## config.mk

```make
export PLATFORM = sky130hd
export DESIGN_NAME = dma_req_sampler
export DESIGN_NICKNAME = d
export VERILOG_FILES = /design/src/rtl/dreq_pkg.sv /design/src/rtl/dreq_sync.sv /design/src/rtl/dreq_point.sv /design/src/rtl/dreq_detect.sv /design/src/rtl/dma_req_sampler.sv
export SDC_FILE = /design/constraint.sdc
export NUM_CORES = 1
export LEC_CHECK = 0
export BUFFER_PORTS_ARGS = -buffer_cell sky130_fd_sc_hd__buf_2
export CORE_AREA = 2 2 39 41
export CTS_BUF_LIST = sky130_fd_sc_hd__clkbuf_4 sky130_fd_sc_hd__clkbuf_8
export DETAILED_ROUTE_END_ITERATION = 12
export DIE_AREA = 0 0 41 43
export PLACE_DENSITY = 0.58
export SETUP_SLACK_MARGIN = 0.2
export SYNTH_ARGS = -nofsm -noshare
export SYNTH_HDL_FRONTEND = slang
export SYNTH_SLANG_ARGS = --single-unit
export TNS_END_PERCENT = 50
```

## constraint.sdc

```tcl
create_clock -name clk -period 1.3 [get_ports clk]
set_input_delay 0.26 -clock clk [delete_from_list [all_inputs] [get_ports clk]]
set_output_delay 0.26 -clock clk [all_outputs]
set_load 0.03 [all_outputs]
```

## src/rtl/dreq_pkg.sv

```systemverilog
package dreq_pkg;

  // Static channel configuration, gathered from the top-level pins.
  typedef struct packed {
    logic burst;     // 1: burst, 0: cycle-steal
    logic edge_det;  // 1: falling edge, 0: low level
    logic dual;      // 1: dual address, 0: single address
  } dreq_cfg_t;

endpackage

```

## src/rtl/dreq_sync.sv

```systemverilog
module dreq_sync #(
  parameter int   STAGES  = 2,
  parameter logic RST_VAL = 1'b1
) (
  input  logic clk,
  input  logic rst_n,
  input  logic d_i,
  output logic q_o
);

  logic [STAGES-1:0] pipe_q;
  logic [STAGES-1:0] pipe_d;

  always_comb begin
    pipe_d = {pipe_q[STAGES-2:0], d_i};
  end

  always_ff @(posedge clk or negedge rst_n) begin
    if (!rst_n) begin
      pipe_q <= {STAGES{RST_VAL}};
    end else begin
      pipe_q <= pipe_d;
    end
  end

  assign q_o = pipe_q[STAGES-1];

endmodule

```

## src/rtl/dreq_point.sv

```systemverilog
module dreq_point
  import dreq_pkg::*;
#(
  parameter int TS_W      = 2,
  parameter int SAMPLE_TS = 1
) (
  input  dreq_cfg_t        cfg_i,
  input  logic             burst_act_i,
  input  logic             state_en_i,
  input  logic             cyc_end_i,
  input  logic             rd_start_i,
  input  logic             dmac_cyc_i,
  input  logic [TS_W-1:0]  tstate_i,
  output logic             samp_o
);

  localparam logic [TS_W-1:0] SAMPLE_CODE = TS_W'(SAMPLE_TS);

  logic at_sample_state;

  assign at_sample_state = state_en_i && (tstate_i == SAMPLE_CODE);

  always_comb begin
    samp_o = state_en_i;
    if (cfg_i.burst) begin
      if (cfg_i.edge_det) begin
        // running edge burst: pin not looked at
        samp_o = state_en_i && !burst_act_i;
      end else if (burst_act_i) begin
        samp_o = cfg_i.dual ? rd_start_i : cyc_end_i;
      end
    end else if (dmac_cyc_i) begin
      samp_o = cfg_i.dual ? at_sample_state : cyc_end_i;
    end
  end

endmodule

```

## src/rtl/dreq_detect.sv

```systemverilog
module dreq_detect (
  input  logic clk,
  input  logic rst_n,
  input  logic samp_i,
  input  logic edge_mode_i,
  input  logic pin_n_i,
  output logic hit_o
);

  logic prev_q;
  logic prev_d;

  always_comb begin
    prev_d = samp_i ? pin_n_i : prev_q;
  end

  always_ff @(posedge clk or negedge rst_n) begin
    if (!rst_n) begin
      prev_q <= 1'b1;
    end else begin
      prev_q <= prev_d;
    end
  end

  assign hit_o = edge_mode_i ? (prev_q && !pin_n_i) : !pin_n_i;

endmodule

```

## src/rtl/dma_req_sampler.sv

```systemverilog
module dma_req_sampler
  import dreq_pkg::*;
#(
  parameter int SYNC_STAGES = 2,
  parameter int TS_W        = 2,
  parameter int SAMPLE_TS   = 1
) (
  input  logic            clk,
  input  logic            rst_n,
  input  logic            req_n_i,
  input  logic            state_en_i,
  input  logic            cfg_burst_i,
  input  logic            cfg_edge_i,
  input  logic            cfg_dual_i,
  input  logic            cyc_start_i,
  input  logic            cyc_end_i,
  input  logic            rd_start_i,
  input  logic            dmac_cyc_i,
  input  logic [TS_W-1:0] tstate_i,
  input  logic            end_cond_i,
  input  logic            te_clr_i,
  output logic            xfer_req_o,
  output logic            burst_act_o,
  output logic            te_o,
  output logic            ack_n_o
);

  dreq_cfg_t cfg;
  logic      pin_sync_n;
  logic      samp;
  logic      hit;
  logic      grant;

  logic      xfer_q, xfer_d;
  logic      burst_q, burst_d;
  logic      te_q, te_d;
  logic      ack_q, ack_d;

  assign cfg = '{burst: cfg_burst_i, edge_det: cfg_edge_i, dual: cfg_dual_i};

  dreq_sync #(
    .STAGES  (SYNC_STAGES),
    .RST_VAL (1'b1)
  ) u_sync (
    .clk   (clk),
    .rst_n (rst_n),
    .d_i   (req_n_i),
    .q_o   (pin_sync_n)
  );

  dreq_point #(
    .TS_W      (TS_W),
    .SAMPLE_TS (SAMPLE_TS)
  ) u_point (
    .cfg_i       (cfg),
    .burst_act_i (burst_q),
    .state_en_i  (state_en_i),
    .cyc_end_i   (cyc_end_i),
    .rd_start_i  (rd_start_i),
    .dmac_cyc_i  (dmac_cyc_i),
    .tstate_i    (tstate_i),
    .samp_o      (samp)
  );

  dreq_detect u_detect (
    .clk         (clk),
    .rst_n       (rst_n),
    .samp_i      (samp),
    .edge_mode_i (cfg.edge_det),
    .pin_n_i     (pin_sync_n),
    .hit_o       (hit)
  );

  assign grant = samp && hit && !te_q && !end_cond_i;

  always_comb begin
    xfer_d  = grant;
    te_d    = te_q;
    burst_d = burst_q;
    ack_d   = ack_q;

    if (end_cond_i) begin
      te_d = 1'b1;
    end else if (te_clr_i) begin
      te_d = 1'b0;
    end

    if (!cfg.burst || end_cond_i) begin
      burst_d = 1'b0;
    end else if (grant) begin
      burst_d = 1'b1;
    end else if (!cfg.edge_det && burst_q && samp && !hit) begin
      burst_d = 1'b0;  // level burst found the pin released
    end

    if (cyc_start_i && dmac_cyc_i) begin
      ack_d = 1'b1;
    end else if (cyc_end_i) begin
      ack_d = 1'b0;
    end
  end

  always_ff @(posedge clk or negedge rst_n) begin
    if (!rst_n) begin
      xfer_q  <= 1'b0;
      burst_q <= 1'b0;
      te_q    <= 1'b0;
      ack_q   <= 1'b0;
    end else begin
      xfer_q  <= xfer_d;
      burst_q <= burst_d;
      te_q    <= te_d;
      ack_q   <= ack_d;
    end
  end

  assign xfer_req_o  = xfer_q;
  assign burst_act_o = burst_q;
  assign te_o        = te_q;
  assign ack_n_o     = !ack_q;

endmodule

```

# Word-level counts from Yosys, hierarchy flattened
# Index checks and enable logic that the tools add are counted.
# Widths: inputs -> output; s select.
[totals] reg_bits=7 inputBits=15 output_inout_bits=4
[op_classes] n_eq_ne=1 mux=14 reduce_logical=22
[op_table] op="$mux 1" n=14
[op_table] op="$logic_and 1x1->1" n=10
[op_table] op="$logic_not 1->1" n=8
[op_table] op="$reduce_bool 2->1" n=2
[op_table] op="$reduce_bool 3->1" n=1
[op_table] op="$eq 2x1->1 const B" n=1
[op_table] op="$logic_or 1x1->1" n=1

# Logic depth before layout (Yosys ltp)
[depth] word_depth=10 mapped_depth=4 mapped_depth_nobuf=4

# Hierarchy
# From an unflattened synthesis, not the netlist that was laid out.
[unflattened] cells_unflattened=29 area_unflattened_um2=330.3
[modules_own_cells] mod="dma_req_sampler" instances=1 cells_per_inst=14 area_per_inst_um2=167.7 seq_area_each_um2=100.1
[modules_own_cells] mod="dreq_point" instances=1 cells_per_inst=8 area_per_inst_um2=62.6 seq_area_each_um2=0.0
[modules_own_cells] mod="dreq_sync" instances=1 cells_per_inst=2 area_per_inst_um2=52.6 seq_area_each_um2=52.6
[modules_own_cells] mod="dreq_detect" instances=1 cells_per_inst=5 area_per_inst_um2=47.5 seq_area_each_um2=26.3

# Worst setup path before layout
# OpenSTA, ideal clock, no wires.
[synth_path] path_kind="reg-to-reg" from="register burst_q (netlist: burst_act_o)" to="register burst_q (netlist: burst_act_o)" setup_ns=0.120 arrival_time_ns=1.180 path_slack_ns=0.000 path_stages_with_launch=5 path_buffers=0 path_cell_list="dfrtp_1 -> mux2i_1 -> o2bb2ai_2 -> and4_1 -> a41o_1"
[synth_via] elab_chain_len=9 word_cells_on_any_way=14
[synth_rtl] item="start, declared" line="dma_req_sampler.sv:35" text="logic burst_q, burst_d;"
[synth_rtl] item="start signal, assigned" line="dma_req_sampler.sv:111" text="burst_q <= burst_d;"
[synth_rtl] item="$logic_not 1->1" line="dreq_point.sv:28" text="samp_o = state_en_i && !burst_act_i;"
[synth_rtl] item="$logic_and 1x1->1" line="dreq_point.sv:28"
[synth_rtl] item="$mux 1" line="dreq_point.sv:26" text="if (cfg_i.edge_det) begin"
[synth_rtl] item="$mux 1" line="dreq_point.sv:25" text="if (cfg_i.burst) begin"
[synth_rtl] item="$logic_and 1x1->1 (3 in series)" line="dma_req_sampler.sv:74" text="assign grant = samp && hit && !te_q && !end_cond_i;"
[synth_rtl] item="$mux 1" line="dma_req_sampler.sv:90" text="end else if (grant) begin"
[synth_rtl] item="$mux 1" line="dma_req_sampler.sv:88" text="if (!cfg.burst || end_cond_i) begin"
# Parallel ways exist; a longest one is shown, timed or not.
# A chain may end at the register's enable or synchronous reset.

# Worst setup path after layout
[layout_path] from="register u_detect.prev_q" to="register burst_q (netlist: burst_act_o)"
[layout_via] elab_chain_len=7 word_cells_on_any_way=10
[layout_rtl] item="start, declared" line="dreq_detect.sv:10" text="logic prev_q;"
[layout_rtl] item="start signal, assigned" line="dreq_detect.sv:21" text="prev_q <= prev_d;"
[layout_rtl] item="$logic_and 1x1->1 *" line="dreq_detect.sv:25" text="assign hit_o = edge_mode_i ? (prev_q && !pin_n_i) : !pin_n_i;"
[layout_rtl] item="$mux 1 *" line="dreq_detect.sv:25"
[layout_rtl] item="$logic_and 1x1->1 (3 in series)" line="dma_req_sampler.sv:74"
[layout_rtl] item="$mux 1" line="dma_req_sampler.sv:90"
[layout_rtl] item="$mux 1" line="dma_req_sampler.sv:88"
# Mark *: on every way between the ends. The rest lies on a longest branch, timed or not.

==> impl_metrics.py <==
metrics = {
    "logic_synthesis": {
        "syn_area_per_cell_um2": 10.9,
        "netlist_area_um2": 339,
        "yosysTopAreaCell": "dfrtp_1",
        "syn_inst": 31,
        "yosysSeqAreaShare": 0.528,
        "synth_warnings": 0,
        "ys_seq_elements": 7,
        "yosys-top-cells-area": "dfrtp_1, dfstp_2, mux2i_1, o21ai_0, inv_1",
        "yosysTopAreaCellShare": 0.295,
        "synth.distinct_cells": 17,
        "syn-num-nets": 46,
    },
    "die": {
        "fp.dieW_um": 41,
        "rows": 14,
        "dieArea_um2": 1760,
        "num_io_pins": 19,
        "die_y_um": 43,
        "start_util": 0.245,
        "core_um2": 1380,
    },
    "detailed_routing": {
        "vias": 316,
        "drt_iter0_markers": 2,
        "drc": 0,
        "first_pass_iters": 4,
        "wl_um": 757,
        "drt-vias-per-instance": 4.39,
        "drt-met1-wl_um": 356,
        "ant_nets": 0,
        "avgRoutedWirePerCell_um": 10.5,
        "wl_met2_um": 311,
        "top_layer_used": "met3",
        "dr_wl_met3_um": 89,
    },
    "sta": {
        "setup_tns_ps": 0,
        "rsz0062_at_grt": "yes",
        "fin_skew_ps": 0.945,
        "timing.final.crit_share": 0.875,
        "slew_headroom": 0.858,
        "hold_viol_final": 0,
        "setup_viol": 0,
        "period_minus_slack_ps": 1140,
        "worst_pin_slew_ps": 206,
        "finalMaxSlewViolations": 0,
        "timing.fmax_ghz": 0.879,
    },
    "placed_design": {
        "dp_hpwl_um": 534,
        "globalplace.congestion": 0.640,
        "io_buffers": 18,
    },
    "grt": {
        "overflow": 0,
        "antenna_found_initial": 0,
        "grt_max_degree": 8,
        "grt_usage": 0.0921,
        "grt_pass1_vias": 257,
        "grt_pass1_wl_mm": 1.06,
    },
    "final_layout": {
        "layout.cells.most_common": "buf_2",
        "area_delta_synth_final_pct": 53.5,
        "n_fill_cell": 144,
        "layout_common_cells": "buf_2, inv_1, o21ai_0",
        "diodes": 0,
        "drive_gt1_frac": 0.554,
        "nets": 72,
        "utilization": 0.376,
    },
    "worst_setup_path": {
        "worstPathRequired_ps": 1490,
        "cp-start-kind": "register",
        "crit_type": "reg2reg",
        "worstPathArrival_ps": 1330,
        "cp_max_fo": 2,
        "cp-end-kind": "register",
    },
    "clock_tree": {
        "cts_tree": "done",
        "root_buffer": "clkbuf_4",
        "cts_buffers": 3,
        "cts_max_path_buffers": 2,
        "ctsHtreeMaxLevel": 1,
        "clock_sinks": 7,
        "clk_pin_slew_worst_paths_ps": 60,
        "clk_latency_ps": 250,
    },
    "outcome": {
        "status": "complete, no violations",
    },
    "run": {
        "max-cap-violations": 0,
    },
    "pwr": {
        "p_per_area_nw_per_um2": 1040,
        "ir_drop_mv": 0.718,
        "p_leak_nw": 0.264,
    },
    "worst_hold_path": {
        "hold_class": "in2reg",
    },
}
registers in the layout, indices dropped and copies added, names as in the netlist:
signal           count
u_sync.pipe_q        2
ack_q                1
burst_act_o          1
te_o                 1
u_detect.prev_q      1
xfer_req_o           1
what timing repair did:
action,4_1_cts,5_1_grt
setup buffers,1,0
cloned,0,0
hold buffers,1,0
resized for setup,3,3
hold endpoints to repair,4,0
pin swaps,3,0
endpoints found under the setup margin,5,6
per-layer routing:
layer | up-vias | global-route usage
li1 | 160 | -
met1 | 137 | 0.122
met2 | 19 | 0.122
met3 | 0 | 0.0628
met4 | 0 | 0.0200
met5 | - | 0
metrics by stage:
| stage | std cells | instance area, um^2 | hold slack [ps] | total power, mW | setup WS (ps) |
|---|---|---|---|---|---|
| floorplan | 31 | 340 | -35.6 | 0.288 | 104 |
| global placement | 66 | 458 | 100 | 0.331 | 100 |
| detailed placement | 66 | 458 | 99.9 | 0.332 | 95.3 |
| CTS | 72 | 514 | 92.1 | 0.553 | 154 |
| global route | 72 | 520 | 85.3 | 0.575 | 98.6 |
| finish | 72 | 520 | 105 | 0.543 | 162 |
cells in the mapped netlist:
library cell  number
dfrtp_1            4
inv_1              4
o21ai_0            4
dfstp_2            3
mux2i_1            2
nand3b_1           2
nor2_1             2
a211oi_1           1
a211oi_2           1
a41o_1             1
and4_1             1
nand2_1            1
nand2b_1           1
nor2b_1            1
o21ai_1            1
o2bb2ai_2          1
o31ai_1            1
power breakdown:
group	leakage (nW)	total, mW	switching [mW]	internal [mW]
clock	0.0177	0.200	0.0870	0.113
sequential	0.0805	0.243	0.00649	0.237
combinational	0.166	0.0998	0.0514	0.0483
total	0.264	0.543	0.145	0.398
critical path, cell delays in order (launching register included):
cell      delay, ps
dfstp_2         510
inv_1            60
a211oi_2        220
and4_1          210
a41o_1           80
kinds of logic (layout without fill, tap and decap cells):
group                  after synthesis  in the layout  synth area share
DFF                                  7              7             0.528
muxes                                2              2            0.0590
buffers and inverters                4             29            0.0443
and+or+nand+nor                      8              8             0.140
AOI/OAI and AO/OA                   10             10             0.229
final timing paths:
path	from	end	slack, ps	cells past startpoint
worst max-delay path	u_detect.prev_q	burst_act_o	160	4
worst max register to register	u_detect.prev_q	burst_act_o	160	4
min in group asynchronous	rst_n	burst_act_o	360	2
max in group asynchronous	rst_n	u_sync.pipe_q[1]	710	2
worst min register to register	u_sync.pipe_q[0]	u_sync.pipe_q[1]	350	0
worst min-delay path	req_n_i	u_sync.pipe_q[0]	110	1
area by class of cell:
cell class | count | area (um^2) | share of cell area
repair buffers | 21 | 128 | 0.245
inverters | 4 | 15.0 | 0.0288
multi-input cells | 20 | 150 | 0.288
clock buffers | 3 | 22.5 | 0.0433
clock inverters | 1 | 5.00 | 0.00962
well taps | 16 | 20.0 | 0.0385
flip-flops and latches | 7 | 180 | 0.346
Note: power is estimated with default switching activity, not from simulation.
